$ cat config.mk
export PLATFORM = sky130hd
export DESIGN_NAME = cca_compactor
export DESIGN_NICKNAME = d
export VERILOG_FILES = /design/src/rtl/cca_pkg.sv /design/src/rtl/cca_site.sv /design/src/rtl/cca_ctrl.sv /design/src/rtl/cca_compactor.sv
export SDC_FILE = /design/constraint.sdc
export NUM_CORES = 1
export LEC_CHECK = 0
export ABC_AREA = 1
export ABC_CLOCK_PERIOD_IN_PS = 2600
export CORE_ASPECT_RATIO = 0.8
export CORE_MARGIN = 2
export CORE_UTILIZATION = 35
export CTS_BUF_LIST = sky130_fd_sc_hd__clkbuf_16
export DETAILED_ROUTE_END_ITERATION = 6
export PLACE_DENSITY = 0.62
export SLEW_MARGIN = 25
export SYNTH_ARGS = -nofsm -noshare
export SYNTH_HDL_FRONTEND = slang
export SYNTH_SLANG_ARGS = --single-unit
$ cat constraint.sdc
create_clock -name clk -period 2.6 [get_ports clk]
set_input_delay 0.52 -clock clk [delete_from_list [all_inputs] [get_ports clk]]
set_output_delay 0.52 -clock clk [all_outputs]
set_load 0.01 [all_outputs]
$ cat src/rtl/cca_pkg.sv
package cca_pkg;

    typedef enum logic [1:0] {
        CT_EMPTY = 2'b00,
        CT_EDGE  = 2'b01,
        CT_NODE  = 2'b10,
        CT_OBST  = 2'b11
    } cell_t;

    typedef enum logic [1:0] {
        PH_HOLD,
        PH_MARK,
        PH_SETTLE,
        PH_SHIFT
    } phase_t;

    typedef struct packed {
        cell_t kind;
        logic  mov;
    } site_t;

    localparam site_t SITE_VOID = '{kind: CT_EMPTY, mov: 1'b0};
    localparam site_t SITE_WALL = '{kind: CT_OBST,  mov: 1'b0};

endpackage

$ cat src/rtl/cca_site.sv
module cca_site
    import cca_pkg::*;
(
    input  logic   clk,
    input  logic   rst_n,
    input  phase_t phase,
    input  logic   jog_en,
    input  logic   wr_en,
    input  cell_t  wr_kind,
    input  site_t  nb_n,
    input  site_t  nb_s,
    input  site_t  nb_e,
    input  site_t  nb_w,
    output site_t  cur,
    output logic   demote
);

    site_t nxt;

    function automatic logic wired(site_t s);
        return (s.kind == CT_EDGE) || (s.kind == CT_NODE);
    endfunction

    function automatic logic fixed_wired(site_t s);
        return wired(s) && !s.mov;
    endfunction

    function automatic logic fixed_node(site_t s);
        return (s.kind == CT_NODE) && !s.mov;
    endfunction

    function automatic logic fixed_edge(site_t s);
        return (s.kind == CT_EDGE) && !s.mov;
    endfunction

    logic blocked_east;
    logic module_tied;
    logic run_tied;
    logic anchored;

    always_comb begin
        blocked_east = (nb_e.kind != CT_EMPTY) && !nb_e.mov;
        module_tied  = (cur.kind == CT_NODE) &&
                       (fixed_node(nb_n) || fixed_node(nb_s) ||
                        fixed_node(nb_e) || fixed_node(nb_w));
        run_tied     = jog_en && (cur.kind == CT_EDGE) &&
                       (fixed_edge(nb_n) || fixed_edge(nb_s));
        anchored     = fixed_wired(nb_n) || fixed_wired(nb_s);
        demote       = cur.mov && (blocked_east || module_tied || run_tied);
    end

    always_comb begin
        nxt = cur;
        unique case (phase)
            PH_HOLD: begin
                if (wr_en) begin
                    nxt.kind = wr_kind;
                    nxt.mov  = 1'b0;
                end
            end
            PH_MARK: begin
                nxt.mov = wired(cur);
            end
            PH_SETTLE: begin
                if (demote) nxt.mov = 1'b0;
            end
            PH_SHIFT: begin
                nxt.mov = 1'b0;
                if ((cur.kind != CT_EMPTY) && !cur.mov) begin
                    nxt.kind = cur.kind;
                end else if (nb_w.mov) begin
                    nxt.kind = nb_w.kind;
                end else if (cur.mov) begin
                    if (fixed_wired(nb_w))  nxt.kind = CT_EDGE;
                    else if (anchored)      nxt.kind = CT_EDGE;
                    else                    nxt.kind = CT_EMPTY;
                end
            end
        endcase
    end

    always_ff @(posedge clk or negedge rst_n) begin
        if (!rst_n) cur <= SITE_VOID;
        else        cur <= nxt;
    end

endmodule

$ cat src/rtl/cca_ctrl.sv
module cca_ctrl
    import cca_pkg::*;
#(
    parameter int CAP = 64
) (
    input  logic   clk,
    input  logic   rst_n,
    input  logic   start,
    input  logic   jog_req,
    input  logic   any_mov,
    input  logic   any_dem,
    output phase_t phase,
    output logic   busy,
    output logic   done,
    output logic   jog_en
);

    localparam int IW = $clog2(CAP + 1);

    typedef enum logic [1:0] {
        S_IDLE,
        S_MARK,
        S_SETTLE,
        S_SHIFT
    } state_t;

    state_t         st, st_nx;
    logic [IW-1:0]  iter;
    logic           again;

    always_comb begin
        again = any_dem && (iter != IW'(CAP - 1));
        st_nx = st;
        unique case (st)
            S_IDLE:   if (start) st_nx = S_MARK;
            S_MARK:   st_nx = S_SETTLE;
            S_SETTLE: begin
                if (again)        st_nx = S_SETTLE;
                else if (any_mov) st_nx = S_SHIFT;
                else              st_nx = S_IDLE;
            end
            S_SHIFT:  st_nx = S_MARK;
        endcase
    end

    always_ff @(posedge clk or negedge rst_n) begin
        if (!rst_n) begin
            st     <= S_IDLE;
            iter   <= '0;
            done   <= 1'b0;
            jog_en <= 1'b0;
        end else begin
            st <= st_nx;
            if (st == S_IDLE && start) begin
                done   <= 1'b0;
                jog_en <= jog_req;
            end
            if (st == S_SETTLE && st_nx == S_IDLE) done <= 1'b1;
            if (st == S_MARK)
                iter <= '0;
            else if (st == S_SETTLE && st_nx == S_SETTLE)
                iter <= iter + 1'b1;
        end
    end

    always_comb begin
        phase = PH_HOLD;
        busy  = 1'b1;
        unique case (st)
            S_IDLE:   begin phase = PH_HOLD;   busy = 1'b0; end
            S_MARK:   phase = PH_MARK;
            S_SETTLE: phase = PH_SETTLE;
            S_SHIFT:  phase = PH_SHIFT;
        endcase
    end

endmodule

$ cat src/rtl/cca_compactor.sv
module cca_compactor
    import cca_pkg::*;
#(
    parameter int ROWS = 8,
    parameter int COLS = 8
) (
    input  logic                     clk,
    input  logic                     rst_n,
    input  logic                     load_en,
    input  logic [$clog2(ROWS)-1:0]  load_row,
    input  logic [2*COLS-1:0]        load_data,
    input  logic                     jog_elim,
    input  logic                     start,
    input  logic [$clog2(ROWS)-1:0]  rd_row,
    output logic [2*COLS-1:0]        rd_data,
    output logic                     busy,
    output logic                     done
);

    localparam int NSITE = ROWS * COLS;
    localparam int RW    = $clog2(ROWS);

    site_t              grid [ROWS][COLS];
    logic [NSITE-1:0]   dem_v;
    logic [NSITE-1:0]   mov_v;
    logic [NSITE-1:0]   node_v;
    phase_t             phase;
    logic               jog_en;

    for (genvar r = 0; r < ROWS; r++) begin : g_row
        for (genvar c = 0; c < COLS; c++) begin : g_col
            site_t n_i, s_i, e_i, w_i;
            logic  we_i;

            if (r == 0)        begin : g_n0 assign n_i = SITE_VOID;        end
            else               begin : g_n1 assign n_i = grid[r-1][c];     end
            if (r == ROWS - 1) begin : g_s0 assign s_i = SITE_VOID;        end
            else               begin : g_s1 assign s_i = grid[r+1][c];     end
            if (c == COLS - 1) begin : g_e0 assign e_i = SITE_WALL;        end
            else               begin : g_e1 assign e_i = grid[r][c+1];     end
            if (c == 0)        begin : g_w0 assign w_i = SITE_VOID;        end
            else               begin : g_w1 assign w_i = grid[r][c-1];     end

            assign we_i = load_en && (load_row == RW'(r));

            cca_site u_site (
                .clk     (clk),
                .rst_n   (rst_n),
                .phase   (phase),
                .jog_en  (jog_en),
                .wr_en   (we_i),
                .wr_kind (cell_t'(load_data[2*c +: 2])),
                .nb_n    (n_i),
                .nb_s    (s_i),
                .nb_e    (e_i),
                .nb_w    (w_i),
                .cur     (grid[r][c]),
                .demote  (dem_v[r*COLS + c])
            );

            assign mov_v[r*COLS + c]  = grid[r][c].mov;
            assign node_v[r*COLS + c] = (grid[r][c].kind == CT_NODE);
        end
    end

    cca_ctrl #(.CAP(NSITE)) u_ctrl (
        .clk     (clk),
        .rst_n   (rst_n),
        .start   (start),
        .jog_req (jog_elim),
        .any_mov (|mov_v),
        .any_dem (|dem_v),
        .phase   (phase),
        .busy    (busy),
        .done    (done),
        .jog_en  (jog_en)
    );

    always_comb begin
        rd_data = '0;
        for (int c = 0; c < COLS; c++) begin
            if (int'(rd_row) < ROWS) rd_data[2*c +: 2] = grid[rd_row][c].kind;
        end
    end

endmodule

; Word level (Yosys, flattened, before mapping)
; Index checks and enable logic that the tools add are counted.
[totals]
regBits = 203
input_bits = 27
out_inout_bits = 18
word_cells = 2189
[classes]
addsub = 1
order_cmp = 1
n_eq_ne = 335
n_mux = 565
bitwise = 1
reduce_logical = 1154
[op_table]
columns = op, count
row1 = $logic_and A1 B1 Y1, 484
row2 = $logic_or A1 B1 Y1, 412
row3 = $mux W2, 187
row4 = $pmux W2 S2, 64
row5 = $reduce_and A4 Y1, 64
row6 = $pmux W1 S4, 56
row7 = $mux W3, 64
row8 = $mux W1, 179
row9 = $ne A3 B1 Y1 const B, 56
row10 = $ne A2 B1 Y1 const B, 72
row11 = $eq A2 B2 Y1 const B, 69
row12 = $reduce_bool A2 Y1, 67
row13 = $eq A2 B1 Y1 const B, 66
row14 = $ne A2 B2 Y1 const B, 64
row15 = $reduce_or A64 Y1, 2
row16 = $reduce_and A2 Y1, 56
row17 = $bmux W24 S3, 1
row18 = $logic_not A1 Y1, 64
row19 = $mux W24, 2
row20 = $pmux W1 S3, 8
row21 = $pmux W2 S4, 2
row22 = $mux W7, 2
row23 = $eq A3 B3 Y1 const B, 4
row24 = $add A7 B1 Y7 const B, 1
row25 = 8 further kinds, 11

; Longest topological paths before layout
[depth]
ltp_word = 17
mapped_depth = 19
ltp_nobuf = 19

; Modules after synthesis
; From an unflattened synthesis, not the netlist that was laid out.
[unflattened]
cells_unflattened = 4687
area_unflattened_um2 = 28606.2
[by_module_without_submodules]
columns = module, instances, cells_each, area_each_um2, seq_area_each_um2
row1 = cca_site, 64, 65, 407.9, 75.1
row2 = cca_compactor, 1, 443, 1811.7, 0.0
row3 = cca_ctrl, 1, 84, 689.4, 275.3

; Least setup slack after synthesis
; OpenSTA, ideal clock, no wires.
[synth_timing]
path_kind = input port to output port
from = input rd_row[1]
to = output rd_data[0]
arrival_ns = 1.691
required_time_ns = 2.080
setup_slack_ns = 0.389
path_stages = 6
n_path_buf = 3
path_cell_list = clkbuf_1 -> inv_1 -> clkbuf_1 -> clkbuf_1 -> a221oi_1 -> a31oi_1
[synth_via]
elab_chain_cells = 4
[synth_lines]
columns = element, line_no
row1 = start: declaration, cca_compactor.sv:14  ; input logic [$clog2(ROWS)-1:0] rd_row,
row2 = $not A3 Y4 (not written as such), cca_compactor.sv:82  ; if (int'(rd_row) < ROWS) rd_data[2*c +: 2] = grid[rd_row][c].kind;
row3 = $bmux W24 S3, cca_compactor.sv:82
row4 = $mux W24 (2 in a row), n/a
row5 = end: declaration, cca_compactor.sv:15  ; output logic [2*COLS-1:0] rd_data,
; Every way passes these cells. The select of a mux whose other input is x is not followed.

; Worst setup path in the final report
[layout_timing]
from = input rd_row[1]
to = output rd_data[10]
; Same word-level chain as after synthesis.

==> metrics.txt <==
post-DP HPWL 54.1 mm; max cap viols 0; Met3 Wirelength 6.70 mm; crit path DAT 2.02 ns; internal power 0.0135 W; Largest stage delay, worst path 0.30 ns; Hold Violations, Final 0; max-slew violations 0; synth-to-layout area growth 20.3%; EDFF count, synth 0; worst-path fanout max 16; Slew HR 44.2%; Reg area 5090 um^2; clk buf depth 3; synth warn 0; Hold Path Class register to register; via-per-instance ratio 5.59; Die H 202 um; Seq/Total Area, Yosys 29.5%; commonest non-fill, non-tap cell in the layout nand2_1; H-tree depth 1; Fmax 394 MHz; clock latency on the worst-skew pair 0.56 ns; Hold WS 0.471 ns; Psw 0.0166 W; CTS tree yes; Routed WL per cell 20.7 um; overall routed net length 69.9 mm; Num CTS Buffers 24; antenna-violating nets left 0; drt first-iter violations 2,084; Synth top area share 29.5%; Startpoint Class primary input; die area 50,900 um^2; Synth area leader dfrtp_1; synthesized area 17,200 um^2; GP Congestion 0.951; vias in the first global route 17,700; maximum VDD drop 0.561 mV; count of standard-cell rows 72; final worst-path cycle share 97.5%; Post-Place Worst Slack -0.421 ns; RSZ-0062 raised after global routing yes; slowest stage cell, crit path dlygate4sd2_1; FF+latch count, synth 203; drt pass-1 iters 7; Metal-1 WL 32.4 mm; first-pass GRT wire length 106 mm; layout cells sized above 1 14.6%; global route total overflow 0; top_reg_cell synth dfrtp_1; Clock power frac 11.5%; DR top layer met4; Core Area 48,500 um^2; worst slew pin tran 0.834 ns; Final WS setup 0.0640 ns; minimum clock period 2.54 ns; Lkg Pwr 10.5 nW; initial core utilization 35.5%; critical path type primary input to output pin; met2 WL 28.1 mm; Finish-stage setup viols 0; clk root buf clkbuf_16; status complete, but fails checks; Yosys cell types 44; syn_area_per_cell 6.74 um^2; share of power burned in registers 20.5%; commonest non-fill, non-tap cells in the layout nand2_1 (606), inv_1 (284), a21oi_1 (275); dpl cells 3,295; Comb power frac 68.0%; initial antenna violation count 0; failing checks design-rule violations; NumNets Final 2,939; IO buf count 44; Post-Syn Nets 2,757; Reg2Reg Setup Slack 0.07 ns; GRT Util Overall 26.9%; Clock Skew 0.0220 ns; Cells after Synth 2,553; Non-Filler Instances 3,380; die width 252 um; I/O pin cnt 45; Critical Path RT 2.08 ns; sw frac 55.2%; Multi-input gate area 10,600 um^2; largest net degree at the start of global routing 118; total number of vias 18,900; Synth async-reset ratio 100%; # fillers 5,053; Clock transition at path regs 0.06 ns; CP endpoint kind output pin; drt drc 3; Ant. Diodes 0; # clock sinks 203; leading post-synthesis cells by cell area dfrtp_1 (30%), nand2_1 (14%), ha_1 (13%), a21oi_1 (8.2%), o21ai_0 (7.2%); PD cells 1460 nW/um^2; crit-path cells dlygate4sd2_1 > inv_1 > buf_12 > buf_12 > a21oi_1 > a221oi_2 > a31oi_1 > dlygate4sd2_1
-- cells in the mapped netlist, types with 3 or more instances --
cell and number:
o21ai_1 31, o21ai_0 249, a21oi_1 283, a31oi_1 96, o21ai_2 3, xor2_1 3
dfrtp_1 203, buf_2 7, nand3_1 80, ha_1 177, a211oi_1 10, o2111ai_1 8
clkbuf_1 55, nor2_1 195, nand2_1 647, a2111oi_0 3, a21oi_2 3, buf_1 3
inv_2 39, buf_4 28, a311oi_1 6, nor4_1 9, a221oi_1 16, or2_2 3
nand2_2 17, nand4_1 39, o211ai_1 12, o221ai_1 5, clkinv_1 5, inv_1 292
o22ai_1 11
-- path summary, 6_finish.rpt --
check | to | cells past startpoint | startpoint
min in group asynchronous | g_row[7].g_col[6].u_site.cur[2] | 2 | rst_n
max reg2reg | u_ctrl.iter[5] | 18 | g_row[5].g_col[6].u_site.cur[2]
max | rd_data[10] | 8 | rd_row[1]
min reg2reg | u_ctrl.iter[6] | 2 | u_ctrl.iter[6]
min | u_ctrl.iter[6] | 2 | u_ctrl.iter[6]
max in group asynchronous | g_row[3].g_col[6].u_site.cur[1] | 3 | rst_n
-- power groups by stage --
stage | Clock [W] | Combinational, W | Sequential [W]
2_1_floorplan | 0 | 0.0119 | 0.00567
3_3_place_gp | 0 | 0.0186 | 0.00618
3_5_place_dp | 0 | 0.0188 | 0.00624
4_1_cts | 0.00352 | 0.0190 | 0.00616
5_1_grt | 0.00363 | 0.0225 | 0.00636
6_report | 0.00347 | 0.0205 | 0.00618
-- state kept, by name, summed over array words and instances (netlist names) --
register                flops
g_row.g_col.u_site.cur    192
u_ctrl.jog_en               1
u_ctrl.iter                 7
u_ctrl.st                   2
u_ctrl.done                 1
-- cells by family (layout without fill, tap and decap cells) --
group	after synthesis	after routing	share of synthesized area, %
buffers and inverters	431	628	10.1
DFF	203	203	29.5
adders and majority gates	177	177	12.9
and+or+nand+nor	996	997	23.5
AOI/OAI and AO/OA	741	741	23.8
xor gates and xnor gates	5	5	0.255
-- per-stage QoR --
step	util (%)	total power [W]	TNS (ns)	instance area [um^2]
floorplan	-	0.0175	0	17200
global placement	39.9	0.0248	-5.37	19400
detailed placement	39.9	0.0251	-5.41	19400
CTS	41.6	0.0287	0	20100
global route	42.7	0.0325	-0.0795	20700
finish	42.7	0.0301	0	20700
-- what timing repair did --
item | in CTS | in global routing
pin swaps | 1 | 23
endpoints found under the hold margin | 7 | 0
hold buffers | 1 | 0
gates resized for setup | 21 | 92
setup endpoints to repair | 16 | 17
gates cloned | 0 | 2
setup buffers | 5 | 35
-- final cells by class --
| cell class | count | share of cell area [%] |
|---|---|---|
| Multi-Input combinational cell | 1920 | 51.3 |
| Timing Repair Buffer | 250 | 10.5 |
| Clock buffer | 25 | 3.02 |
| Inverter | 336 | 6.12 |
| Tap cell | 629 | 3.80 |
| Clock inverter | 17 | 0.647 |
| Sequential cell | 203 | 24.6 |
-- worst max-delay path: cells and delay by family --
kind,cells,cell delay [ns]
compound gates,3,0.45
buf+inv,5,1.03
-- metal layers --
layer | track usage, % | vias up
li1 | - | 8919
met5 | 0 | -
met3 | 4.55 | 141
met2 | 38.8 | 950
met4 | 8.64 | 0
met1 | 40.4 | 8874
Note: power is estimated with default switching activity, not from simulation.
